## src/rtl/srx_pkg.sv

```systemverilog
package srx_pkg;
  localparam int unsigned CODE_W   = 8;
  localparam int unsigned MAX_CODE = 79;
  localparam int unsigned STEP_01M = 7526;  // 0.1 mdB per code step
  localparam int unsigned DB_W     = $clog2(MAX_CODE * STEP_01M + 1);

  typedef enum logic [1:0] {
    MODE_IDLE  = 2'd0,
    MODE_TX    = 2'd1,
    MODE_SLEEP = 2'd2
  } mode_e;
endpackage

```

## src/rtl/srx_sync.sv

```systemverilog
module srx_sync #(
  parameter int unsigned    W       = 1,
  parameter int unsigned    STAGES  = 2,
  parameter logic [W-1:0]   RST_VAL = '0
) (
  input  logic         clk_i,
  input  logic         rst_ni,
  input  logic [W-1:0] d_i,
  output logic [W-1:0] q_o
);
  logic [W-1:0] stage_q [STAGES];

  for (genvar s = 0; s < STAGES; s++) begin : g_stage
    always_ff @(posedge clk_i or negedge rst_ni) begin
      if (!rst_ni)     stage_q[s] <= RST_VAL;
      else if (s == 0) stage_q[s] <= d_i;
      else             stage_q[s] <= stage_q[(s == 0) ? 0 : s-1];
    end
  end

  assign q_o = stage_q[STAGES-1];
endmodule

```

## src/rtl/srx_shift.sv

```systemverilog
module srx_shift #(
  parameter int unsigned CODE_W = 8
) (
  input  logic              clk_i,
  input  logic              rst_ni,
  input  logic              sen_n_s_i,
  input  logic              sclk_s_i,
  input  logic              sdata_s_i,
  output logic [CODE_W-1:0] word_o
);
  logic              sclk_prev_q;
  logic              master_q;
  logic [CODE_W-1:0] slave_q;
  logic              rise, fall, load_ok;

  assign load_ok = ~sen_n_s_i;
  assign rise    = sclk_s_i & ~sclk_prev_q;
  assign fall    = ~sclk_s_i & sclk_prev_q;

  always_ff @(posedge clk_i or negedge rst_ni) begin
    if (!rst_ni) begin
      sclk_prev_q <= 1'b0;
      master_q    <= 1'b0;
      slave_q     <= '0;
    end else begin
      sclk_prev_q <= sclk_s_i;
      if (load_ok && rise) master_q <= sdata_s_i;
      if (load_ok && fall) slave_q  <= {slave_q[CODE_W-2:0], master_q};
    end
  end

  assign word_o = slave_q;


  hold_when_blocked_chk: assert property (@(posedge clk_i) disable iff (!rst_ni)
    sen_n_s_i |=> $stable(slave_q));


  master_only_on_rise_chk: assert property (@(posedge clk_i) disable iff (!rst_ni)
    !(sclk_s_i && !sclk_prev_q) |=> $stable(master_q));
endmodule

```

## src/rtl/srx_latch.sv

```systemverilog
module srx_latch #(
  parameter int unsigned CODE_W   = 8,
  parameter int unsigned MAX_CODE = 79
) (
  input  logic              clk_i,
  input  logic              rst_ni,
  input  logic              sen_n_s_i,
  input  logic [CODE_W-1:0] word_i,
  output logic [CODE_W-1:0] code_o,
  output logic              clamp_o
);
  localparam logic [CODE_W-1:0] MAX_V = CODE_W'(MAX_CODE);

  logic              sen_prev_q;
  logic [CODE_W-1:0] code_q;
  logic              clamp_q;
  logic              commit, over;

  assign commit = sen_n_s_i & ~sen_prev_q;
  assign over   = word_i > MAX_V;

  always_ff @(posedge clk_i or negedge rst_ni) begin
    if (!rst_ni) begin
      sen_prev_q <= 1'b1;
      code_q     <= '0;
      clamp_q    <= 1'b0;
    end else begin
      sen_prev_q <= sen_n_s_i;
      if (commit) begin
        code_q  <= over ? MAX_V : word_i;
        clamp_q <= over;
      end
    end
  end

  assign code_o  = code_q;
  assign clamp_o = clamp_q;


  latch_held_chk: assert property (@(posedge clk_i) disable iff (!rst_ni)
    !sen_n_s_i |=> $stable(code_q) && $stable(clamp_q));


  code_in_range_chk: assert property (@(posedge clk_i) disable iff (!rst_ni)
    code_q <= MAX_V);


  clamp_at_max_chk: assert property (@(posedge clk_i) disable iff (!rst_ni)
    clamp_q |-> code_q == MAX_V);
endmodule

```

## src/rtl/srx_mode.sv

```systemverilog
module srx_mode
  import srx_pkg::*;
(
  input  logic clk_i,
  input  logic rst_ni,
  input  logic tx_en_s_i,
  input  logic sleep_n_s_i,
  output logic tx_on_o,
  output logic idle_o,
  output logic sleep_o
);
  mode_e mode;

  always_comb begin
    if (!sleep_n_s_i)   mode = MODE_SLEEP;
    else if (tx_en_s_i) mode = MODE_TX;
    else                mode = MODE_IDLE;
  end

  assign tx_on_o = (mode == MODE_TX);
  assign idle_o  = (mode == MODE_IDLE);
  assign sleep_o = (mode == MODE_SLEEP);


  one_mode_chk: assert property (@(posedge clk_i) disable iff (!rst_ni)
    $countones({tx_on_o, idle_o, sleep_o}) == 1);


  sleep_wins_chk: assert property (@(posedge clk_i) disable iff (!rst_ni)
    !sleep_n_s_i |-> sleep_o && !tx_on_o);
endmodule

```

## src/rtl/gain_serial_rx.sv

```systemverilog
module gain_serial_rx
  import srx_pkg::*;
(
  input  logic            clk_i,
  input  logic            rst_ni,
  input  logic            sen_ni,
  input  logic            sdata_i,
  input  logic            sclk_i,
  input  logic            tx_en_i,
  input  logic            sleep_ni,
  output logic [CODE_W-1:0] gain_code_o,
  output logic [DB_W-1:0]   gain_db_o,
  output logic            clamp_o,
  output logic            tx_on_o,
  output logic            idle_o,
  output logic            sleep_o
);
  // pin order: sleep_n, tx_en, sen_n, sclk, sdata
  localparam logic [4:0] PIN_RST = 5'b1_0_1_0_0;

  logic [4:0]        pins_s;
  logic [CODE_W-1:0] word;
  logic [CODE_W-1:0] code;

  srx_sync #(.W(5), .STAGES(2), .RST_VAL(PIN_RST)) i_sync (
    .clk_i  (clk_i),
    .rst_ni (rst_ni),
    .d_i    ({sleep_ni, tx_en_i, sen_ni, sclk_i, sdata_i}),
    .q_o    (pins_s)
  );

  srx_shift #(.CODE_W(CODE_W)) i_shift (
    .clk_i     (clk_i),
    .rst_ni    (rst_ni),
    .sen_n_s_i (pins_s[2]),
    .sclk_s_i  (pins_s[1]),
    .sdata_s_i (pins_s[0]),
    .word_o    (word)
  );

  srx_latch #(.CODE_W(CODE_W), .MAX_CODE(MAX_CODE)) i_latch (
    .clk_i     (clk_i),
    .rst_ni    (rst_ni),
    .sen_n_s_i (pins_s[2]),
    .word_i    (word),
    .code_o    (code),
    .clamp_o   (clamp_o)
  );

  srx_mode i_mode (
    .clk_i       (clk_i),
    .rst_ni      (rst_ni),
    .tx_en_s_i   (pins_s[3]),
    .sleep_n_s_i (pins_s[4]),
    .tx_on_o     (tx_on_o),
    .idle_o      (idle_o),
    .sleep_o     (sleep_o)
  );

  assign gain_code_o = code;
  assign gain_db_o   = DB_W'(code) * DB_W'(STEP_01M);


  db_zero_at_zero_chk: assert property (@(posedge clk_i) disable iff (!rst_ni)
    (code == '0) |-> (gain_db_o == '0));
endmodule

```

## config.mk

```make
export PLATFORM = sky130hd
export DESIGN_NAME = gain_serial_rx
export DESIGN_NICKNAME = d
export VERILOG_FILES = /design/src/rtl/srx_pkg.sv /design/src/rtl/srx_sync.sv /design/src/rtl/srx_shift.sv /design/src/rtl/srx_latch.sv /design/src/rtl/srx_mode.sv /design/src/rtl/gain_serial_rx.sv
export SDC_FILE = /design/constraint.sdc
export NUM_CORES = 1
export LEC_CHECK = 0
export BUFFER_PORTS_ARGS = -buffer_cell sky130_fd_sc_hd__buf_2
export CAP_MARGIN = 20
export CORE_MARGIN = 2
export CORE_UTILIZATION = 55
export CTS_CLUSTER_SIZE = 28
export DETAILED_ROUTE_END_ITERATION = 10
export MAX_ROUTING_LAYER = met4
export PLACE_DENSITY = 0.84
export REMOVE_ABC_BUFFERS = 1
export SYNTH_ARGS = -nofsm -noshare
export SYNTH_HDL_FRONTEND = slang
export SYNTH_HIERARCHICAL = 1
export SYNTH_SLANG_ARGS = --single-unit
```

## constraint.sdc

```tcl
create_clock -name clk_i -period 6.29 [get_ports clk_i]
set_clock_uncertainty 0.1 [all_clocks]
set_input_delay 1.258 -clock clk_i [delete_from_list [all_inputs] [get_ports clk_i]]
set_output_delay 1.258 -clock clk_i [all_outputs]
set_load 0.01 [all_outputs]
```

# Word level (Yosys, flattened, before mapping)
# Cells that the tools add are included.
# Widths: inputs -> output; s select.
classes:
  muxes: 3
  reduce_logical: 3
  bitwise_logic: 7
  eq_ne: 2
  multipliers: 1
  order_cmp: 1
ops:
  columns: ["op", "n"]
  rows:
  - ["$mul 8x12->19 const B", 1]
  - ["$gt 8x7->1 const B", 1]
  - ["$mux 8", 1]
  - ["$not 1->1", 4]
  - ["$and 1x1->1", 3]
  - ["$eq 2x1->1 const B", 1]
  - ["$eq 2x2->1 const B", 1]
  - ["$logic_and 1x1->1", 2]
  - ["$logic_not 2->1", 1]
  - ["$mux 2", 1]
  - ["$mux 1", 1]
totals:
  wordCells: 25
  input_bits: 7
  register_bits: 30
  out_inout_bits: 32

# Logic depth before layout (Yosys ltp)
# Gate-level depths: netlist of run 1.
logic_depth:
  ltp_word: 3
  ltp_mapped: 14

# Modules after synthesis
# Netlist of run 1, hierarchy kept.
modules_own_cells:
  columns: ["mod", "instances", "cells_per_inst", "area_each_um2"]
  rows:
  - ["gain_serial_rx", 1, 220, 1953.1]
  - ["srx_latch", 1, 34, 426.7]
  - ["srx_shift", 1, 21, 377.9]
  - ["srx_sync", 1, 15, 292.8]
  - ["srx_mode", 1, 3, 20.0]

# Least setup slack after synthesis of run 1
# OpenSTA, ideal clock, no wires.
synth_path:
  kind: "register to output"
  from: "reg i_latch.code_q[2] (netlist: i_latch/code_o[2])"
  to: "out gain_db_o[17]"
  t_arrival_ns: 3.931
  stages_incl_launch_ff: 15
  n_path_buf: 0
  slack_ns: 1.001
  path_cell_list: "dfrtp_1 -> fa_1 -> inv_1 -> fa_1 -> inv_1 -> fa_1 -> inv_1 -> fa_1 -> inv_1 -> ha_1 -> a21o_1 -> a2111oi_0 -> o211ai_1 -> nand2_1 -> xnor2_1"
synth_via:
  elab_chain_len: 1
synth_rtl:
  columns: ["element", "line_no", "source"]
  rows:
  - ["start, declared", "srx_latch.sv:15", "logic [CODE_W-1:0] code_q;"]
  - ["start signal, assigned", "srx_latch.sv:30", "code_q <= over ? MAX_V : word_i;"]
  - ["$mul 8x12->19", "gain_serial_rx.sv:61", "assign gain_db_o = DB_W'(code) * DB_W'(STEP_01M);"]
  - ["end, declared", "gain_serial_rx.sv:12", "output logic [DB_W-1:0] gain_db_o,"]
# No other way between the ends.

# Worst setup path in the final report of run 1
# Ends and elaborated chain as after synthesis.

==> results of run 1 <==
-- state kept, by name, indices dropped and copies added (netlist names) --
register and flops:
i_sync/q_o 5, i_sync/stage_q 5, i_shift/word_o 8, i_latch/sen_prev_q 1, i_shift/master_q 1, i_shift/sclk_prev_q 1, i_latch/code_o 8, i_latch/clamp_o 1
-- final timing paths --
| kind | endpoint | slack, ns | depth (start not counted) |
|---|---|---|---|
| setup / recovery | gain_db_o[17] | 0.43 | 15 |
| hold / removal | i_sync/q_o[3] | 0.25 | 0 |
| setup reg to reg | i_shift/word_o[1] | 4.86 | 2 |
| hold reg to reg | i_sync/q_o[3] | 0.25 | 0 |
| max in group asynchronous | i_shift/word_o[1] | 4.78 | 1 |
| min in group asynchronous | i_sync/q_o[3] | 0.89 | 1 |
-- per-layer routing --
metal  share of wire  vias to the layer above
li1                -                     1020
met1            0.41                      962
met2            0.55                       30
met3           0.031                        5
met4          0.0081                        0
met5               0                        -
-- layout by cell type, fill, tap and decap left out, types with 3 or more instances in the layout --
master    instances
dfstp_2           5
fa_1             28
o211ai_1          3
a21o_1            6
nand2_1           5
buf_2            37
xnor2_1          13
clkbuf_8          5
nand3_1           3
nor2_1            9
inv_1            70
dfrtp_1          25
and2_1            4
ha_1             47
a32oi_1           4
o21a_1            3
o21ai_0           5
clkbuf_1          3
mux2_2            9
xor2_1            3
a21oi_1          14
-- cell families (layout without fill, tap and decap cells) --
group           Yosys count  after routing  share of synthesized area
xor+xnor                 16             16                     0.0456
simple gates             33             33                     0.0738
fa+ha+maj                75             75                      0.374
flops                    30             30                      0.247
mux                      10             10                     0.0367
buf+inv                  79            115                      0.108
compound gates           49             49                      0.115
other cells               1              1                    0.00122
-- layout make-up --
| type | instances | area, µm² | share of cell area |
|---|---|---|---|
| clock buffers | 8 | 80.1 | 0.0238 |
| flip-flops and latches | 30 | 757 | 0.225 |
| repair buffers | 37 | 185 | 0.0551 |
| well taps | 72 | 90.1 | 0.0268 |
| multi-input cells | 184 | 1980 | 0.591 |
| inverters | 70 | 263 | 0.0782 |
-- through the flow --
| stage | cell area [µm²] | utilization | std cells |
|---|---|---|---|
| final | 3360 | 0.617 | 401 |
| after global routing | 3360 | 0.617 | 401 |
| after CTS | 3360 | 0.617 | 401 |
| after detailed placement | 3280 | 0.603 | 393 |
| after global placement | 3280 | 0.603 | 393 |
| after floorplan | 3000 | - | 284 |
==> out/results.ini, run 1 <==
[synth]
synth_cell_types = 46
synth.largest_area_cell = dfrtp_1
syn_area_mm2 = 0.00307
avgSynthCellArea_um2 = 10.5
ys_top_cells_by_area = dfrtp_1, ha_1, fa_1
yosys_register_bits = 30
synthFlopType = dfrtp_1
ys.warnings.count = 6
synth_most_common_cell = inv_1
synth_top_area_share = 0.204
synth_seq_area_share = 0.247
synth_edf_count = 0
netlist_top_cells_count = inv_1, ha_1, fa_1, dfrtp_1, a21oi_1
syn-instance-count = 293
synthArstFlopShare = 1.00

[clock_tree]
cts_setup_buffers = 0
numCtsBuffers = 5
root_buffer = clkbuf_8
htree_levels = 2
ctsHoldBuffers = 0
cts_resized = 0
clock_latency_ns = 0.28
cts_sinks = 30
cts_tree = yes
clk_pin_slew_worst_paths_ns = 0.06
cts_buffer_depth = 2

[worst_setup_path]
crit_buf_inv = 5
critPathLaunchType = flop
cp_max_fo = 7
cp-startpoint = i_latch/code_o[2]
cp_top_family = adder cells
cp_slowest_cell = fa_1
rr_startpoint = i_sync/q_o[2]
cp.required_ns = 4.93
cp_slowest_stage_delay_ns = 0.56
crit_chain = fa_1 -> inv_1 -> fa_1 -> inv_1 -> fa_1 -> inv_1 -> fa_1 -> inv_1 -> ha_1 -> a21o_1 -> a2111oi_0 -> o211ai_1 -> nand2_1 -> xnor2_1 -> buf_2
arrival_ns = 4.50
cp-end-kind = primary output
criticalPathCategory = reg -> out

[placement]
port-buffer-count = 37
place_congestion = 0.939
pre_cts_slack_ns = 0.765
post-dp-hpwl_um = 4610

[grt]
grt_pass1_vias = 2078
grt_busiest_layer = met2
grt_usage = 0.194
grt_use_met1 = 0.219
gr-usage-met3 = 0.0352
grt_antenna_before_repair = 0
grt_max_degree = 31
grt-ovfl-total = 0
grt_pass1_wl_um = 9200
gr-usage-met2 = 0.360

[worst_hold_path]
hold_start = i_sync/stage_q[8]
hold_class = reg -> reg

[floorplanning]
dieHeight_um = 78.7
start_util = 0.565
core_region_area_mm2 = 0.00544
num_rows = 27
dieArea_mm2 = 0.00620
die_x_um = 78.7
ios = 39

[route]
vias = 2017
dr.pass1.iters = 4
drcViolationCount = 0
wirelength_um = 5430
via_per_inst = 5.03
final_antenna_net_count = 0
post_drt_wl_per_cell_um = 13.5
drtIter0Drc = 47

[sta]
hold-worst-slack_ns = 0.246
tightest_slew_ns = 0.622
rsz0062_at_grt = false
setup_tns_ns = 0
fin_crit_sh = 0.932
max_freq_ghz = 0.171
layout_setup_ws_ns = 0.430
fin_crit_ns = 5.86
drv_slew = 0
setup_viol = 0
slew_headroom = 0.585
hold_violations = 0

[finish]
diodes = 0
nFillCells = 464
drive_above_1_share = 0.207
fin_nets = 410
area_delta_synth_final_pct = 9.37

[flow_run]
max-cap-violations = 0

[status]
outcome = complete, no violations

Power of run 1 is not shown: default switching activity piles up to over one toggle a cycle in this logic, so the estimate is an artifact.
==> run 2, diff against run 1 <==
--- a/config.mk
+++ b/config.mk
@@ -9,12 +9,13 @@
 export CAP_MARGIN = 20
 export CORE_MARGIN = 2
 export CORE_UTILIZATION = 55
+export CTS_CLUSTER_DIAMETER = 40
 export CTS_CLUSTER_SIZE = 28
 export DETAILED_ROUTE_END_ITERATION = 10
 export MAX_ROUTING_LAYER = met4
-export PLACE_DENSITY = 0.84
+export PLACE_DENSITY = 0.85
 export REMOVE_ABC_BUFFERS = 1
+export SKIP_LAST_GASP = 1
 export SYNTH_ARGS = -nofsm -noshare
 export SYNTH_HDL_FRONTEND = slang
-export SYNTH_HIERARCHICAL = 1
 export SYNTH_SLANG_ARGS = --single-unit
==> out/results.ini, run 2 <==
[status]
outcome = complete, no violations

[placement]
post-dp-hpwl_um = 4470
port-buffer-count = 37
place_congestion = 0.853
pre_cts_slack_ns = 0.802

[sta]
fin_crit_sh = 0.920
layout_setup_ws_ns = 0.503
hold_violations = 0
rsz0062_at_grt = false
slew_headroom = 0.590
setup_tns_ns = 0
fin_crit_ns = 5.79
drv_slew = 0
hold-worst-slack_ns = 0.246
setup_viol = 0
tightest_slew_ns = 0.613
max_freq_ghz = 0.173

[synth]
yosys_register_bits = 30
netlist_top_cells_count = inv_1, ha_1, fa_1, dfrtp_1, a21oi_1
synth_top_area_share = 0.217
ys.warnings.count = 0
syn_area_mm2 = 0.00288
synthFlopType = dfrtp_1
synth_seq_area_share = 0.263
avgSynthCellArea_um2 = 10.6
synth_most_common_cell = inv_1
syn-instance-count = 272
synth_edf_count = 0
synthArstFlopShare = 1.00
synth.largest_area_cell = dfrtp_1
synth_cell_types = 41
ys_top_cells_by_area = dfrtp_1, ha_1, fa_1

[worst_setup_path]
cp_max_fo = 7
cp-end-kind = primary output
arrival_ns = 4.43
crit_chain = ha_1 -> inv_1 -> fa_1 -> fa_1 -> fa_1 -> inv_1 -> ha_1 -> a21oi_1 -> o21ai_0 -> a311o_1 -> a21oi_1 -> xnor2_1 -> buf_2
crit_buf_inv = 3
critPathLaunchType = flop
criticalPathCategory = reg -> out
cp_slowest_cell = fa_1
cp.required_ns = 4.93
cpMostUsedCell = fa_1
cp_slowest_stage_delay_ns = 0.56
cp_top_family = adder cells

[finish]
nFillCells = 430
diodes = 0
drive_above_1_share = 0.203
area_delta_synth_final_pct = 12.8
fin_nets = 396
layout.cells.most_common = inv_1
layout_common_cells = inv_1, ha_1, buf_2

[route]
dr.pass1.iters = 4
wl_met2_um = 2790
final_antenna_net_count = 0
wl_met3_um = 207
wirelength_met1_um = 2160
post_drt_wl_per_cell_um = 13.7
wirelength_um = 5290
top_layer_used = met4
vias = 2029
drtIter0Drc = 58
drcViolationCount = 0
via_per_inst = 5.27

[floorplanning]
num_rows = 26
start_util = 0.567
dieHeight_um = 76.3
die_x_um = 76.3
core_region_area_mm2 = 0.00507
dieArea_mm2 = 0.00583
ios = 39

[clock_tree]
clk_pin_slew_worst_paths_ns = 0.06
cts_buffer_depth = 2
cts_tree = yes
cts_resized = 0
clock_latency_ns = 0.28
cts_setup_buffers = 0
numCtsBuffers = 5
ctsHoldBuffers = 0
root_buffer = clkbuf_8
cts_sinks = 30
htree_levels = 2

[grt]
grt_pass1_wl_um = 9170
grt_max_degree = 31
grt_pass1_vias = 2111
grt-ovfl-total = 0
grt_antenna_before_repair = 0
grt_usage = 0.201

[flow_run]
max-cap-violations = 0

[worst_hold_path]
hold_class = reg -> reg

==> run 2: cell count changes after synthesis, moves of 3 or more <==
cell     change
buf_4        -5
a32oi_1      -4
inv_1       -11
xor2_1       +3
nor2b_1      +3
xnor2_1      -4
==> run 2: logic make-up after synthesis <==
logic type	after synthesis	synth area share
adder cells (fa/ha/maj)	75	0.399
buffers and inverters	61	0.0822
AO/OA/AOI/OAI	42	0.0943
AND/OR/NAND/NOR	38	0.0752
flip-flops	30	0.263
XOR/XNOR	15	0.0457
multiplexers	10	0.0391
other	1	0.00130
==> run 2: layer usage <==
metal  up-vias  global-route usage
met1       992               0.213
met3        15              0.0355
li1        969                   -
met5         -                   -
met4         0              0.0691
met2        53               0.375
==> run 2: worst reg2reg max path, stage by stage, from the launching register on <==
cell and delay, ns:
dfstp_2 0.39, nor3b_2 0.54, mux2_2 0.42
==> run 2: final cells by class <==
| type | instances | area (µm²) | area share |
|---|---|---|---|
| Clock buffer | 8 | 110 | 0.0339 |
| Tap cell | 70 | 87.6 | 0.0270 |
| Inverter | 59 | 221 | 0.0682 |
| Timing Repair Buffer | 37 | 185 | 0.0571 |
| Sequential cell | 30 | 757 | 0.233 |
| Multi-Input combinational cell | 181 | 1880 | 0.581 |
==> run 2: metrics by stage <==
| stage | instance area, µm² | std cells | util |
|---|---|---|---|
| final | 3250 | 385 | 0.640 |
| after global placement | 3140 | 377 | 0.618 |
| after global routing | 3250 | 385 | 0.640 |
| after floorplan | 2860 | 270 | - |
| after detailed placement | 3140 | 377 | 0.618 |
| after CTS | 3250 | 385 | 0.640 |
==> run 2: path summary, 6_finish.rpt <==
kind	slack, ns	cells past startpoint	from	endpoint
worst max-delay path	0.50	13	i_latch.code_o[2]	gain_db_o[18]
worst min-delay path	0.25	0	i_sync.stage_q[5]	i_sync.q_o[0]
worst max register to register	4.73	2	i_sync.q_o[2]	i_shift.word_o[1]
worst min register to register	0.25	0	i_sync.stage_q[5]	i_sync.q_o[0]
max in group asynchronous	4.79	1	rst_ni	i_sync.q_o[0]
min in group asynchronous	0.89	1	rst_ni	i_sync.q_o[3]
Power of run 2 is left out for the same reason.
==> run 3, diff against run 2 <==
--- a/config.mk
+++ b/config.mk
@@ -7,6 +7,7 @@
 export LEC_CHECK = 0
 export BUFFER_PORTS_ARGS = -buffer_cell sky130_fd_sc_hd__buf_2
 export CAP_MARGIN = 20
+export CORE_ASPECT_RATIO = 0.6
 export CORE_MARGIN = 2
 export CORE_UTILIZATION = 55
 export CTS_CLUSTER_DIAMETER = 40
==> out/results.ini, run 3 (same netlist as run 2, synthesis figures left out) <==
[grt]
grt_antenna_before_repair = 0
grt_pass1_vias = 1919
grt-ovfl-total = 0
grt_max_degree = 31
grt_usage = 0.210
grt_pass1_wl_um = 9320

[floorplanning]
ios = 39
start_util = 0.569
dieHeight_um = 60.0
core_region_area_mm2 = 0.00505
die_x_um = 97.4
num_rows = 20
dieArea_mm2 = 0.00585

[worst_setup_path]
r2r_end = i_shift.word_o[5]
cp_slowest_stage_delay_ns = 0.54
crit_chain = ha_1 -> inv_1 -> fa_1 -> fa_1 -> fa_1 -> inv_1 -> ha_1 -> a21oi_1 -> o21ai_0 -> a311o_1 -> a21oi_1 -> xnor2_1 -> buf_2
reg2reg_depth = 2
crit_buf_inv = 3
cp-end-kind = primary output
cp_max_fo = 7
r2r_slack_ns = 4.69
cp.required_ns = 4.93
criticalPathCategory = reg -> out
cp_top_family = adder cells
cp_slowest_cell = fa_1
rr_startpoint = i_sync.q_o[2]
cpMostUsedCell = fa_1
arrival_ns = 4.43
critPathLaunchType = flop

[sta]
slew_headroom = 0.549
hold_violations = 0
setup_viol = 0
fin_crit_ns = 5.79
tightest_slew_ns = 0.673
setup_tns_ns = 0
rsz0062_at_grt = false
fin_crit_sh = 0.920
drv_slew = 0
max_freq_ghz = 0.173

[route]
dr.pass1.iters = 4
post_drt_wl_per_cell_um = 14.8
via_per_inst = 5.33
vias = 2031
drcViolationCount = 0
wirelength_um = 5620
final_antenna_net_count = 0
drtIter0Drc = 160

[clock_tree]
clk_pin_slew_worst_paths_ns = 0.06
cts_resized = 0
root_buffer = clkbuf_8
ctsHoldBuffers = 0
cts_setup_buffers = 0
cts_tree = yes
numCtsBuffers = 5
cts_sinks = 30
clock_latency_ns = 0.27
htree_levels = 2
cts_buffer_depth = 2

[finish]
fin_nets = 396
seqCellArea_um2 = 757
layout.cells.most_common = inv_1
layout_common_cells = inv_1, ha_1, buf_2
diodes = 0
drive_above_1_share = 0.203
multi_input_area_mm2 = 0.00188
area_delta_synth_final_pct = 12.6
nFillCells = 386

[status]
outcome = complete, no violations

[placement]
port-buffer-count = 37
post-dp-hpwl_um = 4780
place_congestion = 0.954

[worst_hold_path]
hold_class = reg -> reg
hold_start = i_sync.stage_q[6]
hold_path_end = i_sync.q_o[1]
hold_path_depth = 0

[flow_run]
max-cap-violations = 0

==> run 3: how the worst max path moves through the flow <==
stage / slack (ns) / start / endpoint / cells past startpoint
3_5_place_dp: 0.80 / i_latch.code_o[6] / gain_db_o[18] / 13
5_1_grt: 0.22 / i_latch.code_o[6] / gain_db_o[18] / 13
6_report: 0.50 / i_latch.code_o[2] / gain_db_o[18] / 13
3_3_place_gp: 0.91 / i_latch.code_o[5] / gain_db_o[18] / 13
4_1_cts: 0.49 / i_latch.code_o[6] / gain_db_o[18] / 13
2_1_floorplan: 1.03 / i_latch.code_o[6] / gain_db_o[16] / 11
==> run 3: cell type report <==
class | instances | share of cell area
Inverter | 59 | 0.0683
Multi-Input combinational cell | 181 | 0.581
Clock buffer | 8 | 0.0340
Timing Repair Buffer | 37 | 0.0571
Tap cell | 66 | 0.0255
Sequential cell | 30 | 0.234
==> run 3: per-layer routing <==
layer	up-vias	GRT usage	wire (µm)
met5	-	-	0
met1	988	0.307	2800
met2	62	0.300	2400
li1	978	-	-
met3	3	0.0596	390
met4	0	0.0298	29
==> run 3: metrics by stage <==
stage	cells	hold WS, ns	util	instance area, µm²	worst slack, ns
3_5_place_dp	373	0.239	0.619	3130	0.799
2_1_floorplan	270	0.231	-	2860	1.03
4_1_cts	381	0.257	0.641	3240	0.495
5_1_grt	381	0.258	0.641	3240	0.223
6_report	381	0.256	0.641	3240	0.503
3_3_place_gp	373	0.235	0.619	3130	0.905
Power of run 3 is left out for the same reason.
